### config.mk
export PLATFORM = sky130hd
export DESIGN_NAME = lcd_str_seq
export DESIGN_NICKNAME = d
export VERILOG_FILES = /design/src/rtl/lcd_str_pkg.sv /design/src/rtl/lcd_str_delay.sv /design/src/rtl/lcd_str_ptr.sv /design/src/rtl/lcd_str_ctrl.sv /design/src/rtl/lcd_str_seq.sv
export SDC_FILE = /design/constraint.sdc
export NUM_CORES = 1
export LEC_CHECK = 0
export BUFFER_PORTS_ARGS = -buffer_cell sky130_fd_sc_hd__buf_2
export CAP_MARGIN = 30
export CELL_PAD_IN_SITES_DETAIL_PLACEMENT = 1
export CELL_PAD_IN_SITES_GLOBAL_PLACEMENT = 1
export CORE_AREA = 3 3 105 67
export DETAILED_ROUTE_END_ITERATION = 10
export DIE_AREA = 0 0 108 70
export MAX_ROUTING_LAYER = met4
export PLACE_DENSITY = 0.77
export SLEW_MARGIN = 5
export SYNTH_ARGS = -nofsm -noshare
export SYNTH_HDL_FRONTEND = slang
export SYNTH_SLANG_ARGS = --single-unit
### constraint.sdc
create_clock -name clk -period 1.65 [get_ports clk]
set_input_delay 0.33 -clock clk [delete_from_list [all_inputs] [get_ports clk]]
set_output_delay 0.33 -clock clk [all_outputs]
set_load 0.005 [all_outputs]
### src/rtl/lcd_str_pkg.sv
// Shared types for the string display sequencer.
package lcd_str_pkg;
    typedef enum logic [2:0] {
        ST_IDLE,   // waiting for a start request
        ST_FETCH,  // read issued to memory
        ST_CHECK,  // read data valid, tested for zero
        ST_HI,     // strobe high, old data still shown
        ST_DATA,   // strobe high, new byte shown
        ST_LO      // strobe low, byte held
    } seq_state_t;
endpackage

### src/rtl/lcd_str_delay.sv
// Phase timer: one down-counter shared by all three strobe phases.
// Assumes DELAY >= 2. A load makes expired_o rise after DELAY cycles.
module lcd_str_delay #(
    parameter int DELAY = 100
) (
    input  logic clk,
    input  logic rst_n,
    input  logic load_i,
    output logic expired_o
);
    localparam int CW = (DELAY > 2) ? $clog2(DELAY) : 1;
    localparam logic [CW-1:0] LOADV = CW'(DELAY - 1);

    logic [CW-1:0] cnt_q;

    // Count down from the load value and park at zero.
    always_ff @(posedge clk) begin
        if (!rst_n)
            cnt_q <= '0;
        else if (load_i)
            cnt_q <= LOADV;
        else if (cnt_q != '0)
            cnt_q <= cnt_q - 1'b1;
    end

    assign expired_o = (cnt_q == '0);

    AST_CNT_NO_UNDERFLOW: assert property (@(posedge clk) disable iff (!rst_n)
        (!load_i && cnt_q == '0) |=> (cnt_q == '0));
endmodule

### src/rtl/lcd_str_ptr.sv
// Read pointer: loaded at start, stepped by one after each byte sent.
// Assumes load and step never coincide; wraps modulo 2^AW.
module lcd_str_ptr #(
    parameter int AW = 16
) (
    input  logic          clk,
    input  logic          rst_n,
    input  logic          load_i,
    input  logic [AW-1:0] load_val_i,
    input  logic          step_i,
    output logic [AW-1:0] ptr_o
);
    logic [AW-1:0] ptr_q;

    // Hold, load or advance the pointer.
    always_ff @(posedge clk) begin
        if (!rst_n)
            ptr_q <= '0;
        else if (load_i)
            ptr_q <= load_val_i;
        else if (step_i)
            ptr_q <= ptr_q + 1'b1;
    end

    assign ptr_o = ptr_q;

    AST_PTR_STEP_ONE: assert property (@(posedge clk) disable iff (!rst_n)
        (!$stable(ptr_q) && !$past(load_i)) |-> (ptr_q == $past(ptr_q) + 1'b1));
endmodule

### src/rtl/lcd_str_ctrl.sv
// Sequencer control: fetch, zero test and three timed strobe phases.
// Assumes memory data is valid one cycle after the read request.
module lcd_str_ctrl
    import lcd_str_pkg::*;
#(
    parameter int DW = 8
) (
    input  logic          clk,
    input  logic          rst_n,
    input  logic          start_i,
    input  logic [DW-1:0] rdata_i,
    input  logic          expired_i,
    output logic          delay_load_o,
    output logic          ptr_load_o,
    output logic          ptr_step_o,
    output logic          mem_rd_o,
    output logic          strobe_o,
    output logic [DW-1:0] data_o,
    output logic          busy_o,
    output logic          done_o
);
    seq_state_t    state_q, state_d;
    logic [DW-1:0] char_q;
    logic [DW-1:0] data_q;
    logic          strobe_q;
    logic          done_q;
    logic          is_nul;

    assign is_nul = (rdata_i == '0);

    // Next-state choice; phases end when the shared timer expires.
    always_comb begin
        state_d = state_q;
        unique case (state_q)
            ST_IDLE:  if (start_i) state_d = ST_FETCH;
            ST_FETCH: state_d = ST_CHECK;
            ST_CHECK: state_d = is_nul ? ST_IDLE : ST_HI;
            ST_HI:    if (expired_i) state_d = ST_DATA;
            ST_DATA:  if (expired_i) state_d = ST_LO;
            ST_LO:    if (expired_i) state_d = ST_FETCH;
            default:  state_d = ST_IDLE;
        endcase
    end

    // Control strobes toward the timer and the pointer.
    always_comb begin
        delay_load_o = ((state_q == ST_CHECK) && !is_nul)
                    || ((state_q == ST_HI)   && expired_i)
                    || ((state_q == ST_DATA) && expired_i);
        ptr_load_o   = (state_q == ST_IDLE) && start_i;
        ptr_step_o   = (state_q == ST_LO) && expired_i;
    end

    // State register.
    always_ff @(posedge clk) begin
        if (!rst_n) state_q <= ST_IDLE;
        else        state_q <= state_d;
    end

    // Capture the returned byte once it has been tested.
    always_ff @(posedge clk) begin
        if (!rst_n)                             char_q <= '0;
        else if (state_q == ST_CHECK && !is_nul) char_q <= rdata_i;
    end

    // Registered display outputs and completion pulse.
    always_ff @(posedge clk) begin
        if (!rst_n) begin
            strobe_q <= 1'b0;
            data_q   <= '0;
            done_q   <= 1'b0;
        end else begin
            done_q <= (state_q == ST_CHECK) && is_nul;
            if (state_q == ST_CHECK && !is_nul) strobe_q <= 1'b1;
            if (state_q == ST_HI && expired_i)  data_q   <= char_q;
            if (state_q == ST_DATA && expired_i) strobe_q <= 1'b0;
        end
    end

    assign mem_rd_o = (state_q == ST_FETCH);
    assign strobe_o = strobe_q;
    assign data_o   = data_q;
    assign busy_o   = (state_q != ST_IDLE);
    assign done_o   = done_q;

    AST_READ_ONLY_BUSY: assert property (@(posedge clk) disable iff (!rst_n)
        mem_rd_o |-> busy_o);
    AST_STROBE_ON_BOUNDARY: assert property (@(posedge clk) disable iff (!rst_n)
        !$stable(strobe_q) |-> ($past(expired_i) || $past(state_q == ST_CHECK)));
    AST_DATA_UNDER_STROBE: assert property (@(posedge clk) disable iff (!rst_n)
        !$stable(data_q) |-> strobe_q);
    AST_NO_NUL_STROBE: assert property (@(posedge clk) disable iff (!rst_n)
        $rose(strobe_q) |-> ($past(rdata_i) != '0));
    AST_DONE_ONE_CYCLE: assert property (@(posedge clk) disable iff (!rst_n)
        done_o |=> !done_o);
    AST_DONE_NOT_BUSY: assert property (@(posedge clk) disable iff (!rst_n)
        done_o |-> !busy_o);
endmodule

### src/rtl/lcd_str_seq.sv
// Top: sends a zero-terminated byte string from memory to a display.
// Assumes the display is initialised and the memory has one cycle of read latency.
module lcd_str_seq #(
    parameter int AW    = 16,
    parameter int DELAY = 100
) (
    input  logic          clk,
    input  logic          rst_n,
    input  logic          start_i,
    input  logic [AW-1:0] start_addr_i,
    output logic          mem_rd_o,
    output logic [AW-1:0] mem_addr_o,
    input  logic [7:0]    mem_data_i,
    output logic [7:0]    lcd_data_o,
    output logic          lcd_strobe_o,
    output logic          busy_o,
    output logic          done_o
);
    localparam int DW = 8;

    logic delay_load, expired, ptr_load, ptr_step;

    lcd_str_delay #(.DELAY(DELAY)) u_delay (
        .clk(clk), .rst_n(rst_n), .load_i(delay_load), .expired_o(expired)
    );

    lcd_str_ptr #(.AW(AW)) u_ptr (
        .clk(clk), .rst_n(rst_n), .load_i(ptr_load), .load_val_i(start_addr_i),
        .step_i(ptr_step), .ptr_o(mem_addr_o)
    );

    lcd_str_ctrl #(.DW(DW)) u_ctrl (
        .clk(clk), .rst_n(rst_n), .start_i(start_i), .rdata_i(mem_data_i),
        .expired_i(expired), .delay_load_o(delay_load), .ptr_load_o(ptr_load),
        .ptr_step_o(ptr_step), .mem_rd_o(mem_rd_o), .strobe_o(lcd_strobe_o),
        .data_o(lcd_data_o), .busy_o(busy_o), .done_o(done_o)
    );
endmodule

==> Word level (Yosys, flattened, before mapping) <==
Index checks and enable logic that the tools add are counted.
{ "word_totals": {"ff_bits": 44, "input_bits": 27, "wordCells": 49} }
{ "classes": {"addsub": 2, "n_eq_ne": 9, "n_mux": 10, "bitwise_logic": 1, "n_reduce_logical": 19} }
{ "ops": {"columns": ["cell", "count"], "rows": [
  ["two-way mux 16 bit", 2],
  ["one-hot mux 3 bit (6 select lines)", 1],
  ["adder 16 x 1 -> 16 bit, second input constant", 1],
  ["two-way mux 7 bit", 2],
  ["two-way mux 3 bit", 4],
  ["zero test 8 bit", 1],
  ["zero test 7 bit", 1],
  ["nonzero test 7 bit", 1],
  ["subtractor 7 x 1 -> 7 bit, second input constant", 1],
  ["equality test 3 x 2 -> 1 bit, second input constant", 2],
  ["equality test 3 bit, second input constant", 2],
  ["logical AND 1 bit", 6],
  ["!= test 2 x 1 -> 1 bit, second input constant", 3],
  ["AND reduction 4 bit", 1],
  ["nonzero test 2 bit", 2],
  ["OR reduction 2 bit", 2],
  ["equality test 3 x 1 -> 1 bit, second input constant", 1],
  ["zero test 3 bit", 1],
  ["nonzero test 3 bit", 1],
  ["logical OR 1 bit", 2],
  ["two-way mux 2 bit", 1],
  ["!= test 2 bit, second input constant", 1],
  ["zero test 1 bit", 1],
  ["inverter 1 bit", 1]
]} }

==> Depth between registers and ports, before layout <==
{ "logic_depth": {"depth_word": 6, "mapped_depth": 8, "ltp_nobuf": 6} }

==> Modules after synthesis <==
From an unflattened synthesis, not the netlist that was laid out.
{ "hier_totals": {"hier_cells": 248, "hier_area_um2": 2180.8} }
{ "modules_own_cells": {"columns": ["mod", "instances", "cells_each", "area_per_inst_um2", "seq_area_each_um2"], "rows": [
  ["lcd_str_ptr", 1, 99, 919.6, 320.3],
  ["lcd_str_ctrl", 1, 105, 862.1, 420.4],
  ["lcd_str_delay", 1, 44, 399.1, 140.1]
]} }

==> Worst setup path before layout <==
Ideal clock, no wire load.
{ "synth_timing": {"kind": "reg2reg", "startpoint": "register u_delay.cnt_q[0]", "endpoint": "register u_delay.cnt_q[5]", "setup_time_ns": 0.120, "arrival_time_ns": 1.653, "path_slack_ns": -0.122, "path_stages_with_launch": 9, "n_path_buf": 2, "period_less_slack_ns": 1.772, "cell_sequence": "dfxtp_1 -> inv_1 -> ha_1 -> nor4b_4 -> buf_6 -> nand4_1 -> buf_2 -> o311ai_1 -> o31a_1"} }
{ "synth_via": {"elab_chain_cells": 5} }
{ "synth_rtl": {"columns": ["item", "line", "source"], "rows": [
  ["start, declared", "lcd_str_delay.sv:14", "logic [CW-1:0] cnt_q;"],
  ["start signal, assigned", "lcd_str_delay.sv:23", "cnt_q <= cnt_q - 1'b1;"],
  ["parallel branches: the longest is 5 deep, another holds subtractor 7 x 1 -> 7 bit", null, null]
]} }
Several ways; the timed one is not identified. The select of a mux whose other input is x is not followed.
A chain may end at the register's enable or synchronous reset.

==> Final worst setup path <==
{ "layout_timing": {"startpoint": "register u_delay.cnt_q[0]", "endpoint": "register u_ptr.ptr_q[15] (netlist: u_ptr.ptr_o[15])"} }
{ "layout_via": {"elab_chain_cells": 3} }
{ "layout_rtl": {"columns": ["item", "line", "source"], "rows": [
  ["zero test 7 bit", "lcd_str_delay.sv:26", "assign expired_o = (cnt_q == '0);"],
  ["logical AND 1 bit", "lcd_str_ctrl.sv:51", "ptr_step_o = (state_q == ST_LO) && expired_i;"],
  ["nonzero test 2 bit (no line)", null, null],
  ["end signal, assigned", "lcd_str_ptr.sv:20", "ptr_q <= load_val_i;"],
  ["end signal, assigned", "lcd_str_ptr.sv:22", "ptr_q <= ptr_q + 1'b1;"],
  ["end, declared", "lcd_str_ptr.sv:13", "logic [AW-1:0] ptr_q;"]
]} }
No other way between the ends.

==> out/qor.txt <==
status -> finished, violations left
failing checks -> setup timing
CTS Sinks -> 44
Max Buffers Root-to-Sink -> 2
syn nets -> 271
Hold Crit Endpoint -> u_ctrl.char_q[3]
clk_lat worst skew -> 0.30 ns
Pint -> 2.517 mW
worst setup margin -> -0.2180 ns
Post-Route WL -> 7.391 mm
commonest cells after routing, fill and taps aside -> buf_2 (54), buf_4 (43), dfxtp_1 (41)
met2 wire length -> 3.661 mm
Total Routing Usage GR -> 0.1908
fmax -> 0.5353 GHz
Synth Cell Area -> 0.002121 mm^2
Via density -> 5.221
Syn Inst Count -> 241
Startpoint Class -> flip-flop
post-route cell area -> 0.003055 mm^2
RSZ-0062 raised after global routing -> true
P_leak -> 1.328 nW
relative slew slack -> 0.6767
root buffer cell -> clkbuf_8
Die Footprint -> 0.007560 mm^2
top cell type by total area after synthesis -> dfxtp_1
via count -> 2193
Seq. cell area -> 887.1 um^2
multi-input logic area -> 0.001262 mm^2
critical path class -> flip-flop to flip-flop
CTS tree -> done
Worst setup EP type -> flip-flop
first-pass GRT wire length -> 11.18 mm
drt wl/cell -> 17.60 um
endpoints failing setup -> 30
Max-Cap Viols -> 0
Post-synth top flop -> dfxtp_1
Setup TNS Final -> -3.221 ns
met1 wire length -> 3.363 mm
Max Slew Vio Count -> 0
Area Growth Syn to Fin -> 44.07%
final hold viol count -> 0
uppermost layer routed -> met4
Final period util -> 1.132
Placer Congestion -> 0.7927
Sw Pwr -> 1.366 mW
Antenna Diode Count -> 0
largest net degree at the start of global routing -> 33
synthesized flop and latch total -> 44
Critical Path RT -> 1.88 ns
share of cells above drive strength 1 -> 0.4048
crit path max fanout -> 5
H-tree Lvls -> 2
routed wl met3 -> 287 um
die span in y -> 70 um
total clock buffers created by CTS -> 5
Hold Crit Start -> mem_data_i[3]
Max Clock Skew -> 0.005102 ns
Tot Pwr -> 3.883 mW
Core Box Area -> 0.006083 mm^2
register area share after synthesis -> 0.4153
Combinational Power Share -> 0.434
Total Nets Final -> 365
initial antenna violation count -> 0
HP Class -> primary input to flip-flop
worst-margin pin slew -> 0.4799 ns
Yosys Warn Count -> 0
r2r setup slk -> -0.22 ns
fin crit period -> 1.868 ns
top cell type's share of synthesized area -> 0.4153
DRC errors left -> 0
register share of total power -> 0.355
Worst Setup SP -> u_delay.cnt_q[0]
synth unique cells -> 42
worst vdd rail ir drop -> 603.0 uV
ranking of synthesized cells by area -> dfxtp_1 (42%), mux2i_1 (4.7%), o21ai_0 (4.7%)
pwr/cell area -> 1271 mW/mm^2
FF-to-FF path depth -> 8
starting density of the core -> 0.3486
Post-synth EDFFs -> 0
asr flop ratio synth -> 0
I/O pin cnt -> 55
Filler cells -> 736
leading cell type in the layout, fill and taps excluded -> buf_2
hold path depth -> 3
Antenna Nets Post-Route -> 0
Core Rows -> 22
CP Data Arrival Time -> 2.10 ns
vias in the first global route -> 2204
drt pass-1 iters -> 4
final HPWL from detailed placement -> 5.020 mm
R2R Path Start -> u_delay.cnt_q[0]
DRT iter0 DRCs -> 95
Switching Fraction -> 0.3517
Post-Syn Area per Cell -> 8.800 um^2
width of the chip -> 108 um
Clk pwr share -> 0.211
Worst-path clk slew -> 0.08 ns
reg2reg end -> u_ptr.ptr_o[15]
Placed Area -> 0.002733 mm^2
port buffer count -> 54
total gr overflow -> 0
[power groups by stage]
stage / combinational [mW] / sequential (mW) / clock, mW
2_1_floorplan: 0.782 / 1.39 / 0
3_3_place_gp: 1.31 / 1.37 / 0
3_5_place_dp: 1.37 / 1.39 / 0
4_1_cts: 1.54 / 1.38 / 0.831
5_1_grt: 1.85 / 1.40 / 0.868
6_report: 1.68 / 1.38 / 0.820
[critical path: stages (launching register included)]
cell,delay (ns)
dfxtp_2,0.34
inv_2,0.08
ha_4,0.14
nor4b_4,0.24
buf_12,0.15
buf_4,0.13
nand3_2,0.12
or4_1,0.42
a31oi_1,0.17
[repair_timing]
item,in CTS,in global routing
hold buffers,0,0
endpoints found under the setup margin,24,37
setup buffers,5,5
cloned,0,0
pin swaps,8,10
resized for setup,13,14
[worst max path at each step]
stage | endpoint | slack (ns) | cells past startpoint
2_1_floorplan | u_ptr.ptr_o[6] | 0.002 | 7
3_3_place_gp | u_delay.cnt_q[5] | -0.08 | 7
3_5_place_dp | u_ptr.ptr_o[10] | -0.14 | 7
4_1_cts | u_ptr.ptr_o[6] | -0.20 | 7
5_1_grt | u_ptr.ptr_o[8] | -0.32 | 8
6_report | u_ptr.ptr_o[15] | -0.22 | 8
[synth_stat cells, types with 4 or more instances]
cell      count
nand3_1       6
nand4_1       6
o21ai_0      20
clkbuf_1     10
nand2_1      21
or4_1         8
a21oi_1      14
nor4_1        6
inv_1         4
and3_1        4
buf_2         4
dfxtp_1      44
mux2i_1      10
o31ai_1       8
nor2_1       14
a31oi_1      12
or3_1         4
xor2_1        5
xnor2_1       4
[area by class of cell]
class                   count  share of cell area
clock buffers               6             0.02375
clock inverters             2             0.01147
inverters                   4            0.004914
multi-input cells         177              0.4132
flip-flops and latches     44              0.2903
well taps                  84             0.03440
repair buffers            103              0.2219
[flip-flops by register name, indices dropped and copies added, names as in the netlist]
register,flops
u_ctrl.data_o,8
u_ptr.ptr_o,16
u_ctrl.strobe_o,1
u_ctrl.state_q,3
u_ctrl.done_o,1
u_delay.cnt_q,7
u_ctrl.char_q,8
[metrics by stage]
stage / setup slack (ns) / hold WS, ns / util / std cells
global placement: -0.08210 / 0.4445 / 0.4492 / 402
detailed placement: -0.1448 / 0.4511 / 0.4492 / 402
finish: -0.2180 / 0.2843 / 0.5023 / 420
floorplan: 0.002151 / 0.4357 / - / 241
CTS: -0.1963 / 0.2772 / 0.4862 / 415
global route: -0.3159 / 0.2809 / 0.5023 / 420
[kinds of logic after synthesis]
logic type / Yosys count / synth area share
mux: 10 / 0.04720
simple gates: 89 / 0.2496
xor+xnor: 9 / 0.03717
flops: 44 / 0.4153
fa+ha+maj: 3 / 0.01770
buf+inv: 20 / 0.04484
compound gates: 66 / 0.1882
[layer usage]
| layer | vias up | track usage |
|---|---|---|
| met5 | - | - |
| met4 | 0 | 0.03782 |
| met3 | 7 | 0.03693 |
| met1 | 1070 | 0.2497 |
| li1 | 1075 | - |
| met2 | 41 | 0.3085 |
Note: power is estimated with default switching activity, not from simulation.
